File: config.mk
export PLATFORM = sky130hd
export DESIGN_NAME = thread_pick
export DESIGN_NICKNAME = d
export VERILOG_FILES = /design/src/rtl/thread_pick.sv
export SDC_FILE = /design/constraint.sdc
export NUM_CORES = 1
export LEC_CHECK = 0
export BUFFER_PORTS_ARGS = -buffer_cell sky130_fd_sc_hd__clkbuf_2
export CAP_MARGIN = 0
export CORE_MARGIN = 4
export CORE_UTILIZATION = 40
export CTS_BUF_LIST = sky130_fd_sc_hd__clkbuf_4 sky130_fd_sc_hd__clkbuf_8 sky130_fd_sc_hd__clkbuf_16
export DETAILED_ROUTE_END_ITERATION = 8
export GPL_TIMING_DRIVEN = 0
export SLEW_MARGIN = 30
export SYNTH_ARGS = -nofsm -noshare
export SYNTH_HDL_FRONTEND = slang
export SYNTH_SLANG_ARGS = --single-unit
File: constraint.sdc
create_clock -name clk -period 5.6 [get_ports clk]
set_clock_uncertainty 0.1 [all_clocks]
set_input_delay 1.12 -clock clk [delete_from_list [all_inputs] [get_ports clk]]
set_output_delay 1.12 -clock clk [all_outputs]
set_load 0.005 [all_outputs]
File: src/rtl/thread_pick.sv
module thread_pick #(
  parameter int NTHR = 4
) (
  input  logic            clk,
  input  logic            rst_n,
  input  logic [NTHR-1:0] thr_ready,
  input  logic [NTHR-1:0] thr_stall,
  input  logic [NTHR-1:0] thr_longwait,
  input  logic [NTHR-1:0] thr_specload,
  output logic [NTHR-1:0] issue_sel,
  output logic            issue_valid
);
  localparam int IDW = (NTHR > 1) ? $clog2(NTHR) : 1;

  logic [NTHR-1:0] blk_q, spec_q, elig;
  logic [IDW-1:0]  ord_q [NTHR];
  logic [IDW-1:0]  pos_n, pos_s, pick_pos, pick_id;
  logic            hit_n, hit_s;

  assign elig = thr_ready & ~blk_q;

  always_comb begin
    hit_n = 1'b0;
    hit_s = 1'b0;
    pos_n = '0;
    pos_s = '0;
    for (int k = 0; k < NTHR; k++) begin
      if (elig[ord_q[k]] && !spec_q[ord_q[k]] && !hit_n) begin
        hit_n = 1'b1;
        pos_n = IDW'(k);
      end
      if (elig[ord_q[k]] && spec_q[ord_q[k]] && !hit_s) begin
        hit_s = 1'b1;
        pos_s = IDW'(k);
      end
    end
  end

  assign pick_pos    = hit_n ? pos_n : pos_s;
  assign pick_id     = ord_q[pick_pos];
  assign issue_valid = hit_n | hit_s;
  assign issue_sel   = issue_valid ? (NTHR'(1) << pick_id) : '0;

  always_ff @(posedge clk) begin
    if (!rst_n) begin
      blk_q  <= '1;
      spec_q <= '0;
      for (int k = 0; k < NTHR; k++) ord_q[k] <= IDW'(k);
    end else begin
      blk_q  <= thr_stall | thr_longwait;
      spec_q <= thr_specload;
      if (issue_valid) begin
        for (int k = 0; k < NTHR - 1; k++)
          if (IDW'(k) >= pick_pos) ord_q[k] <= ord_q[k+1];
        ord_q[NTHR-1] <= pick_id;
      end
    end
  end

  logic [NTHR*IDW-1:0] ord_flat;
  logic [NTHR-1:0]     ord_seen;
  always_comb begin
    ord_seen = '0;
    for (int k = 0; k < NTHR; k++) begin
      ord_flat[k*IDW +: IDW] = ord_q[k];
      ord_seen[ord_q[k]]     = 1'b1;
    end
  end

  a_r7_onehot_grant: assert property (@(posedge clk) disable iff (!rst_n)
    $onehot0(issue_sel) && (issue_valid == (issue_sel != '0)));

  a_r2_not_ready: assert property (@(posedge clk) disable iff (!rst_n)
    (issue_sel & ~thr_ready) == '0);

  a_r2_blocked_next: assert property (@(posedge clk) disable iff (!rst_n)
    |(thr_stall | thr_longwait) |=> (issue_sel & $past(thr_stall | thr_longwait)) == '0);

  a_r4_spec_loses: assert property (@(posedge clk) disable iff (!rst_n)
    1'b1 |=> !((issue_sel & $past(thr_specload)) != '0 &&
               (thr_ready & ~$past(thr_stall | thr_longwait | thr_specload)) != '0));

  a_r6_idle_hold: assert property (@(posedge clk) disable iff (!rst_n)
    !issue_valid |=> $stable(ord_flat));

  a_r5_newest: assert property (@(posedge clk) disable iff (!rst_n)
    issue_valid |=> ord_q[NTHR-1] == $past(pick_id));

  a_r9_permutation: assert property (@(posedge clk) disable iff (!rst_n)
    &ord_seen);
endmodule

==> results.yml, run 1 <==
status:
  outcome: "completed"
final_layout:
  syn2layout_area_growth_pct: 17.3
  stdcell_count: 146
  n_fill_cell: 231
  nets: 137
  diodes: 0
  drive_gt1_share_pct: 34.7
  fin_util_pct: 51.2
timing:
  setup_viol: 0
  min_period_ns: 4.69
  tns_ns: 0
  slew_violations: 0
  tightestPinTransition_ns: 0.454
  grt_setup_unrepaired: "false"
  finalHoldViolations: 0
  relSlewSlack_pct: 69.7
  fmax_ghz: 0.213
  period_share_pct: 83.7
critical_path:
  path_max_fanout: 6
  required_ns: 4.38
  cp.arrival_ns: 3.47
  crit_chain: "clkbuf_2 -> nor2b_1 -> mux4_2 -> a22o_1 -> a21oi_2 -> a311oi_4 -> mux4_2 -> nor3b_1 -> clkbuf_2"
  startpoint_type: "primary input"
  r2r_slack_ns: 2.74
  crit_path_end_kind: "output pin"
  criticalPathCategory: "primary input to output pin"
  crit_start: "thr_ready[2]"
  worstReg2RegStart: "ord_q[3][0]"
  ff2ff_path_depth: 7
  worst_path_max_delay_cell: "mux4_2"
  critical-path-max-stage-delay_ns: 0.61
yosys:
  avgSynthCellArea_sq_um: 11.0
  synth_top_area_cell: "edfxtp_1"
  yosys_warnings: 0
  synthCells: 92
  ys_ff_latch: 16
  synth_top_area_share_pct: 23.7
  yosysSeqAreaShare_pct: 39.6
  syn-num-nets: 110
  syn_area_sq_um: 1010
  synthTopCellsByArea: "edfxtp_1 24%, mux4_2 22%, dfxtp_1 16%"
  synthDistinctLibCells: 29
global_routing:
  antenna_found_initial: 0
  grt_usage_pct: 14.6
  grt_start_max_net_pins: 11
  grt_pass1_wl_um: 3800
  grt_overflow: 0
  grt_pass1_vias: 810
power_and_ir_drop:
  power-per-cell-area_nw_per_um2: 235
  ir_drop_mv: 0.166
  p_leak_nw: 0.462
route:
  drt_iter0_markers: 23
  wl_um: 2260
  num_vias: 806
  drtAntennaViolNets: 0
  dr.pass1.iters: 4
  drc: 0
  wire_per_inst_um: 15.5
  via_per_inst: 5.52
clock_network:
  cts_root_buf: "clkbuf_4"
  cts_resized: 0
  cts_setup_buffers: 0
  cts_tree: "yes"
  htreeDepth: 1
  clk_latency_ns: 0.28
  clockBufferDepth: 2
  numCtsBuffers: 3
  hold_buffers: 0
  clk_pin_slew_worst_paths_ns: 0.10
  clock_sinks: 16
min_path:
  hold_path_depth: 1
  hp-start: "ord_q[3][1]"
  hold_path.class: "register to register"
placed_design:
  routabilityCongestion: 0.823
  dpl.cell_count: 142
  io_buffers: 22
  hpwl_um: 1840
floorplan:
  io_pins: 23
  row_count: 17
  die-area_sq_um: 3400
  initial_core_util_pct: 43.7
  core-area_sq_um: 2320
  die_h_um: 58.3
  die-width_um: 58.3
run:
  cap_violations: 0
## cell type report
type / count / area [sq um] / share of cell area [%]
plain buffers: 1 / 3.75 / 0.316
clock buffers: 4 / 30.0 / 2.53
repair buffers: 22 / 110 / 9.27
inverters: 7 / 26.3 / 2.21
flip-flops and latches: 16 / 400 / 33.7
multi-input cells: 68 / 582 / 49.0
well taps: 28 / 35.0 / 2.95
## routing by layer
layer / track usage (%) / vias to the layer above / wire [um]
met1: 20.4 / 396 / 1030
met2: 22.3 / 17 / 1120
met3: 2.63 / 4 / 75
met5: 0 / - / 0
met4: 5.96 / 0 / 28
li1: - / 389 / -
## path summary, 6_finish.rpt
kind                                endpoint
worst max-delay path            issue_sel[0]
worst min register to register   ord_q[2][1]
worst min-delay path             ord_q[2][1]
worst max register to register   ord_q[3][1]
## kinds of logic (layout without fill, tap and decap cells)
logic type | Yosys count | in the layout | share of synthesized area (%)
AND/OR/NAND/NOR | 44 | 44 | 22.9
flip-flops | 16 | 16 | 39.6
multiplexers | 13 | 13 | 25.7
AO/OA/AOI/OAI | 11 | 11 | 8.90
buffers and inverters | 8 | 34 | 2.97
## critical path: cells and delay by family
kind | cells | cell delay, ns
AOI/OAI and AO/OA | 3 | 0.68
and+or+nand+nor | 2 | 0.47
buffers and inverters | 2 | 0.22
muxes | 2 | 0.96
## per-stage QoR
step | power (mW) | setup slack (ns) | cell area, sq um | hold WS, ns
6_report | 0.279 | 0.910 | 1190 | 0.568
5_1_grt | 0.295 | 0.775 | 1190 | 0.591
4_1_cts | 0.280 | 0.926 | 1190 | 0.562
3_5_place_dp | 0.213 | 0.945 | 1160 | 0.540
3_3_place_gp | 0.211 | 0.978 | 1160 | 0.543
2_1_floorplan | 0.191 | 1.41 | 1010 | 0.470
## cells in the final DEF (no fill, tap or decap), types with 2 or more instances in the layout
cell type,instances
and3_1,3
dfxtp_1,8
mux2i_1,2
and2_1,5
clkbuf_4,4
or2_1,2
inv_1,4
nand2_1,13
edfxtp_1,8
mux4_2,10
o21ai_1,4
nor2b_1,4
nand2b_1,5
nor2_1,7
clkinv_1,2
clkbuf_2,22
## synth_stat cells, drive strengths merged
| cell type | count |
|---|---|
| nand2 | 13 |
| mux4 | 10 |
| dfxtp | 8 |
| edfxtp | 8 |
| nor2 | 7 |
| and2 | 5 |
| inv | 5 |
| nand2b | 5 |
| o21ai | 5 |
| nor2b | 4 |
| and3 | 3 |
| a21oi | 2 |
| clkinv | 2 |
| mux2i | 2 |
| nor3b | 2 |
| or2 | 2 |
| a21o | 1 |
| a22o | 1 |
| a2bb2oi | 1 |
| a311oi | 1 |
| clkbuf | 1 |
| mux2 | 1 |
| nand3 | 1 |
| nand3b | 1 |
| nor3 | 1 |
## registers in the layout, summed over array words and instances (netlist names)
| signal | cells |
|---|---|
| ord_q | 8 |
| blk_q | 4 |
| spec_q | 4 |
## where the power goes
part	total, mW	internal (mW)	switching [mW]
Clock	0.0678	0.0324	0.0354
Combinational	0.0683	0.0347	0.0336
Sequential	0.142	0.133	0.00939
Total	0.279	0.200	0.0784
Note: power is estimated with default switching activity, not from simulation.
==> inputs of run 2 (changes only) <==
- ABC_AREA: default -> 1
- clock period: 5.6 -> 3.85 ns (I/O delays scaled with it)
==> run 2 against run 1 <==
  * Worst hold slack lost 0.016 ns
  * Die area grew 19%
  * Utilization shrank 1.7 points
  * Sequential cell count is the same
  * Critical endpoint is now issue_sel[3]
  * Design area grew 19%
  * Critical path depth grew 7
  * Synthesized cell count grew 110%
  * Area after synthesis grew 22%
  * Routed wire length grew 34%
  * Clock-buffer cell count shrank 1
==> results.yml, run 2 <==
final_layout:
  fin_util_pct: 49.5
  largest_reg_flops: 8
  final_common_cell: "nand2_1"
  final_cell_mix: "62 x nand2_1, 39 x nand3_1, 23 x inv_1, 22 x clkbuf_2, 14 x nor2_1"
  regMostFlops: "ord_q"
  nets: 237
  drive_gt1_share_pct: 22.0
  diodes: 0
  syn2layout_area_growth_pct: 14.2
  largestRegisters: "ord_q x8, blk_q x4, spec_q x4"
timing:
  tightestPinTransition_ns: 0.420
  min_period_ns: 3.14
  fmax_ghz: 0.319
  setup_viol: 0
  tns_ns: 0
  finalHoldViolations: 0
  period_share_pct: 81.5
  slew_violations: 0
  grt_setup_unrepaired: "false"
  relSlewSlack_pct: 72.0
route:
  dr.pass1.iters: 5
  num_vias: 1266
  wl_um: 3030
  wire_per_inst_um: 12.2
  drtAntennaViolNets: 0
  drt_iter0_markers: 79
  wl_met2_um: 1490
  dr_wl_met3_um: 191
  highest_layer: "met3"
  wl_met1_um: 1350
  via_per_inst: 5.08
  drc: 0
yosys:
  yosys_warnings: 0
  yosysSeqAreaShare_pct: 32.4
  avgSynthCellArea_sq_um: 6.44
  synthDistinctLibCells: 22
  synth_top_flop_cell: "edfxtp_1"
  synth_top_area_share_pct: 19.4
  synthTopCellsByArea: "edfxtp_1 19%, nand2_1 19%, nand3_1 16%"
  synth_top_area_cell: "edfxtp_1"
  synth_edf_count: 8
  synth-async-reset-ratio_pct: 0
  synthCells: 192
  ys_ff_latch: 16
  yosysMostFrequentCell: "nand2_1"
  syn_area_sq_um: 1240
  syn-num-nets: 210
  synth_common_cells: "62 x nand2_1, 39 x nand3_1, 23 x inv_1"
clock_network:
  clockBufferDepth: 2
  cts_setup_buffers: 0
  clk_latency_ns: 0.28
  hold_buffers: 0
  clock_sinks: 16
  cts_tree: "yes"
  clk_pin_slew_worst_paths_ns: 0.09
  cts_root_buf: "clkbuf_4"
  htreeDepth: 1
  cts_resized: 0
  numCtsBuffers: 3
floorplan:
  initial_core_util_pct: 43.3
  core-area_sq_um: 2850
  row_count: 19
  io_pins: 23
  die_h_um: 63.6
  die-area_sq_um: 4040
  die-width_um: 63.6
critical_path:
  crit_path_end_kind: "output pin"
  criticalPathCategory: "primary input to output pin"
  rr_endpoint: "ord_q[2][1]"
  crit_chain: "clkbuf_2 -> inv_1 -> nor2_1 -> nand2_1 -> nand3_1 -> nand3_2 -> nand2_2 -> nor2_8 -> nand2_2 -> nand2_4 -> inv_2 -> nand3_2 -> nand2_1 -> nand2_1 -> nor2_1 -> clkbuf_2"
  required_ns: 2.98
  crit_top_cell: "nand2_1"
  critical-path-max-stage-delay_ns: 0.15
  ff2ff_path_depth: 12
  worstReg2RegStart: "ord_q[2][0]"
  cp.arrival_ns: 2.27
  worst_path_max_delay_cell: "nand2_2"
  startpoint_type: "primary input"
  path_max_fanout: 9
  r2r_slack_ns: 1.63
placed_design:
  hpwl_um: 2540
  io_buffers: 22
  routabilityCongestion: 0.910
global_routing:
  grt_usage_pct: 16.5
  antenna_found_initial: 0
  grt_pass1_wl_um: 5510
  grt_start_max_net_pins: 11
  grt_overflow: 0
  grt_pass1_vias: 1211
power_and_ir_drop:
  ir_drop_mv: 0.767
  power-per-cell-area_nw_per_um2: 960
  p_leak_nw: 0.776
status:
  outcome: "completed"
run:
  cap_violations: 0
min_path:
  min_to: "ord_q[2][1]"
  hold_path.class: "register to register"
  hp-start: "ord_q[3][1]"
  hold_path_depth: 1
## run 2: cell families after synthesis
| logic type | share of synthesized area, % |
|---|---|
| flops | 32.4 |
| buf+inv | 10.0 |
| compound gates | 6.17 |
| simple gates | 51.4 |
## run 2: per-stage QoR
| stage | worst slack, ns | std cells | hold WS, ns | power, mW | area (sq um) |
|---|---|---|---|---|---|
| finish | 0.712 | 249 | 0.552 | 1.35 | 1410 |
| global route | 0.465 | 249 | 0.569 | 1.51 | 1410 |
| CTS | 0.703 | 249 | 0.535 | 1.36 | 1410 |
| detailed placement | 0.707 | 245 | 0.513 | 1.27 | 1390 |
| global placement | 0.742 | 245 | 0.517 | 1.26 | 1390 |
| floorplan | 1.10 | 192 | 0.455 | 1.04 | 1240 |
## run 2: worst max-delay path, delay by kind of cell
| kind | cells | cell delay, ns |
|---|---|---|
| and+or+nand+nor | 12 | 1.14 |
| buffers and inverters | 4 | 0.35 |
## run 2: how the worst max path moves through the flow
stage,from,end,slack (ns),depth (start not counted)
2_1_floorplan,thr_ready[0],issue_sel[1],1.10,14
3_3_place_gp,thr_ready[2],issue_sel[1],0.74,17
3_5_place_dp,thr_ready[2],issue_sel[3],0.71,17
4_1_cts,thr_ready[2],issue_sel[3],0.70,17
5_1_grt,ord_q[3][0],issue_sel[1],0.46,16
6_report,thr_ready[0],issue_sel[3],0.71,16
## run 2: power breakdown
part	switching (mW)	internal [mW]	total, mW
clock	0.0478	0.0376	0.0853
combinational	0.626	0.339	0.966
sequential	0.0539	0.250	0.304
## run 2: layout make-up
type                    instances  area (sq um)
plain buffers                   2          11.3
clock buffers                   3          22.5
clock inverters                 1          3.75
fillers                       304          1440
inverters                      30           113
multi-input cells             144           712
flip-flops and latches         16           400
well taps                      31          38.8
repair buffers                 22           110
## run 2: layer usage
layer,vias to the layer above,global-route usage [%]
met4,0,2.43
met1,561,21.6
met2,40,28.3
met3,0,3.37
met5,-,0
li1,665,-
==> inputs of run 3 (changes only) <==
- ABC_AREA: 1 -> 0
- clock period: 3.85 -> 3 ns (I/O delays scaled with it)
==> run 3 against run 2 <==
  * The flow now finishes with violations (setup timing)
  * Via count fell by 36%
  * Die area fell by 16%
  * Combinational power fell by 85%
  * Sequential power shrank 13%
  * Highest routed layer is now met4
==> results.yml, run 3 (synthesis results as in run 1) <==
route:
  drtAntennaViolNets: 0
  wl_um: 2200
  wire_per_inst_um: 14.7
  num_vias: 805
  via_per_inst: 5.37
  dr.pass1.iters: 4
  drc: 0
  drt_iter0_markers: 20
placed_design:
  hpwl_um: 1760
  dp_worst_setup_slack_ns: -0.437
  io_buffers: 22
  routabilityCongestion: 0.813
floorplan:
  core-area_sq_um: 2320
  row_count: 17
  die-width_um: 58.3
  io_pins: 23
  die-area_sq_um: 3400
  initial_core_util_pct: 43.7
  die_h_um: 58.3
clock_network:
  htreeDepth: 1
  clk_latency_ns: 0.28
  clockBufferDepth: 2
  cts_root_buf: "clkbuf_4"
  clock_sinks: 16
  numCtsBuffers: 3
  clk_pin_slew_worst_paths_ns: 0.09
  hold_buffers: 0
  cts_tree: "yes"
timing:
  postLayoutSetupSlackWorst_ns: -0.448
  period_share_pct: 115
  finalHoldViolations: 0
  setup_viol: 4
  relSlewSlack_pct: 72.5
  min_period_ns: 3.45
  fmax_ghz: 0.290
  grt_setup_unrepaired: "true"
  slew_violations: 0
  tightestPinTransition_ns: 0.413
power_and_ir_drop:
  ir_drop_mv: 0.324
  power-per-cell-area_nw_per_um2: 409
  p_leak_nw: 0.498
final_layout:
  seq_area_sq_um: 400
  diodes: 0
  drive_gt1_share_pct: 42.6
  nets: 141
  multiInputGateArea_sq_um: 631
  final_common_cell: "clkbuf_2"
  largest_reg_flops: 8
  fin_util_pct: 54.6
  syn2layout_area_growth_pct: 25.1
  final_cell_mix: "20 x clkbuf_2, 13 x nand2_1, 10 x mux4_2, 8 x dfxtp_1, 8 x edfxtp_1"
  regMostFlops: "ord_q"
  n_fill_cell: 202
  largestRegisters: "ord_q x8, blk_q x4, spec_q x4"
run:
  cap_violations: 0
critical_path:
  worstReg2RegStart: "ord_q[1][0]"
  startpoint_type: "register"
  ff2ff_path_depth: 7
  r2r_slack_ns: 0.32
  criticalPathCategory: "register to output pin"
  required_ns: 2.30
  cp.arrival_ns: 2.75
  crit_path_end_kind: "output pin"
  rr_endpoint: "ord_q[3][1]"
  path_max_fanout: 5
global_routing:
  grt_pass1_wl_um: 3550
  grt_pass1_vias: 824
  grt_start_max_net_pins: 11
  grt_overflow: 0
  grt_usage_pct: 13.6
  antenna_found_initial: 0
min_path:
  hold_path_depth: 3
  min_to: "blk_q[3]"
  hp-start: "thr_stall[3]"
  hold_path.class: "primary input to register"
status:
  violations: "setup timing"
  outcome: "finished, violations left"
==> run 3: cell types whose count changed in the layout (fill, tap and decap cells not counted), moves of 5 or more <==
cell      delta
nand3_1     -38
nand2_4      -5
nor2_1       -7
nand2b_1     +5
and2_1       +5
inv_1       -19
mux4_2      +10
nand2_1     -49
inv_2        -6
==> run 3: how the worst max path moves through the flow <==
| stage | startpoint | slack [ns] | endpoint |
|---|---|---|---|
| after detailed placement | thr_ready[2] | -0.44 | issue_sel[0] |
| after global routing | ord_q[1][0] | -0.55 | issue_sel[0] |
| after global placement | thr_ready[3] | -0.40 | issue_sel[2] |
| after floorplan | thr_ready[3] | -0.07 | issue_sel[2] |
| after CTS | ord_q[1][0] | -0.50 | issue_sel[0] |
| final | ord_q[1][0] | -0.45 | issue_sel[3] |
==> run 3: metrics by stage <==
step	power (mW)	cells	area (sq um)	hold slack, ns	TNS, ns
after floorplan	0.366	92	1060	0.470	-0.159
after global placement	0.403	142	1210	0.546	-1.54
after detailed placement	0.406	142	1210	0.552	-1.70
after CTS	0.519	150	1260	0.401	-1.95
after global routing	0.541	150	1270	0.413	-2.20
final	0.517	150	1270	0.406	-1.75
==> run 3: critical path: stages (launching register included) <==
cell	delay, ns
edfxtp_1	0.42
mux4_2	0.56
clkinv_1	0.08
a22o_1	0.13
a21oi_2	0.07
a311oi_4	0.29
mux4_2	0.62
nor3b_2	0.19
clkbuf_2	0.12
==> run 3: power by group <==
part	leakage [nW]	internal [mW]	switching (mW)
Clock	0.0154	0.0481	0.0612
Combinational	0.344	0.0745	0.0673
Sequential	0.139	0.248	0.0179
==> run 3: final cells by class <==
class | count | area share [%]
plain buffers | 1 | 0.296
clock buffers | 3 | 1.78
clock inverters | 1 | 0.296
inverters | 7 | 2.08
multi-input cells | 68 | 49.8
flip-flops and latches | 16 | 31.6
well taps | 28 | 2.77
repair buffers | 26 | 11.4
==> run 3: what timing repair did <==
action | 4_1_cts | 5_1_grt
resized for setup | 0 | 3
setup endpoints to repair | 4 | 4
setup buffers | 4 | 0
gates cloned | 0 | 0
endpoints found under the hold margin | 0 | 0
pin swaps | 2 | 1
==> run 3: layer usage <==
metal  wire, um  global-route usage (%)
met1       1010                    17.8
met2       1080                    22.3
met3         74                    1.75
met4         40                    6.62
met5          0                       0
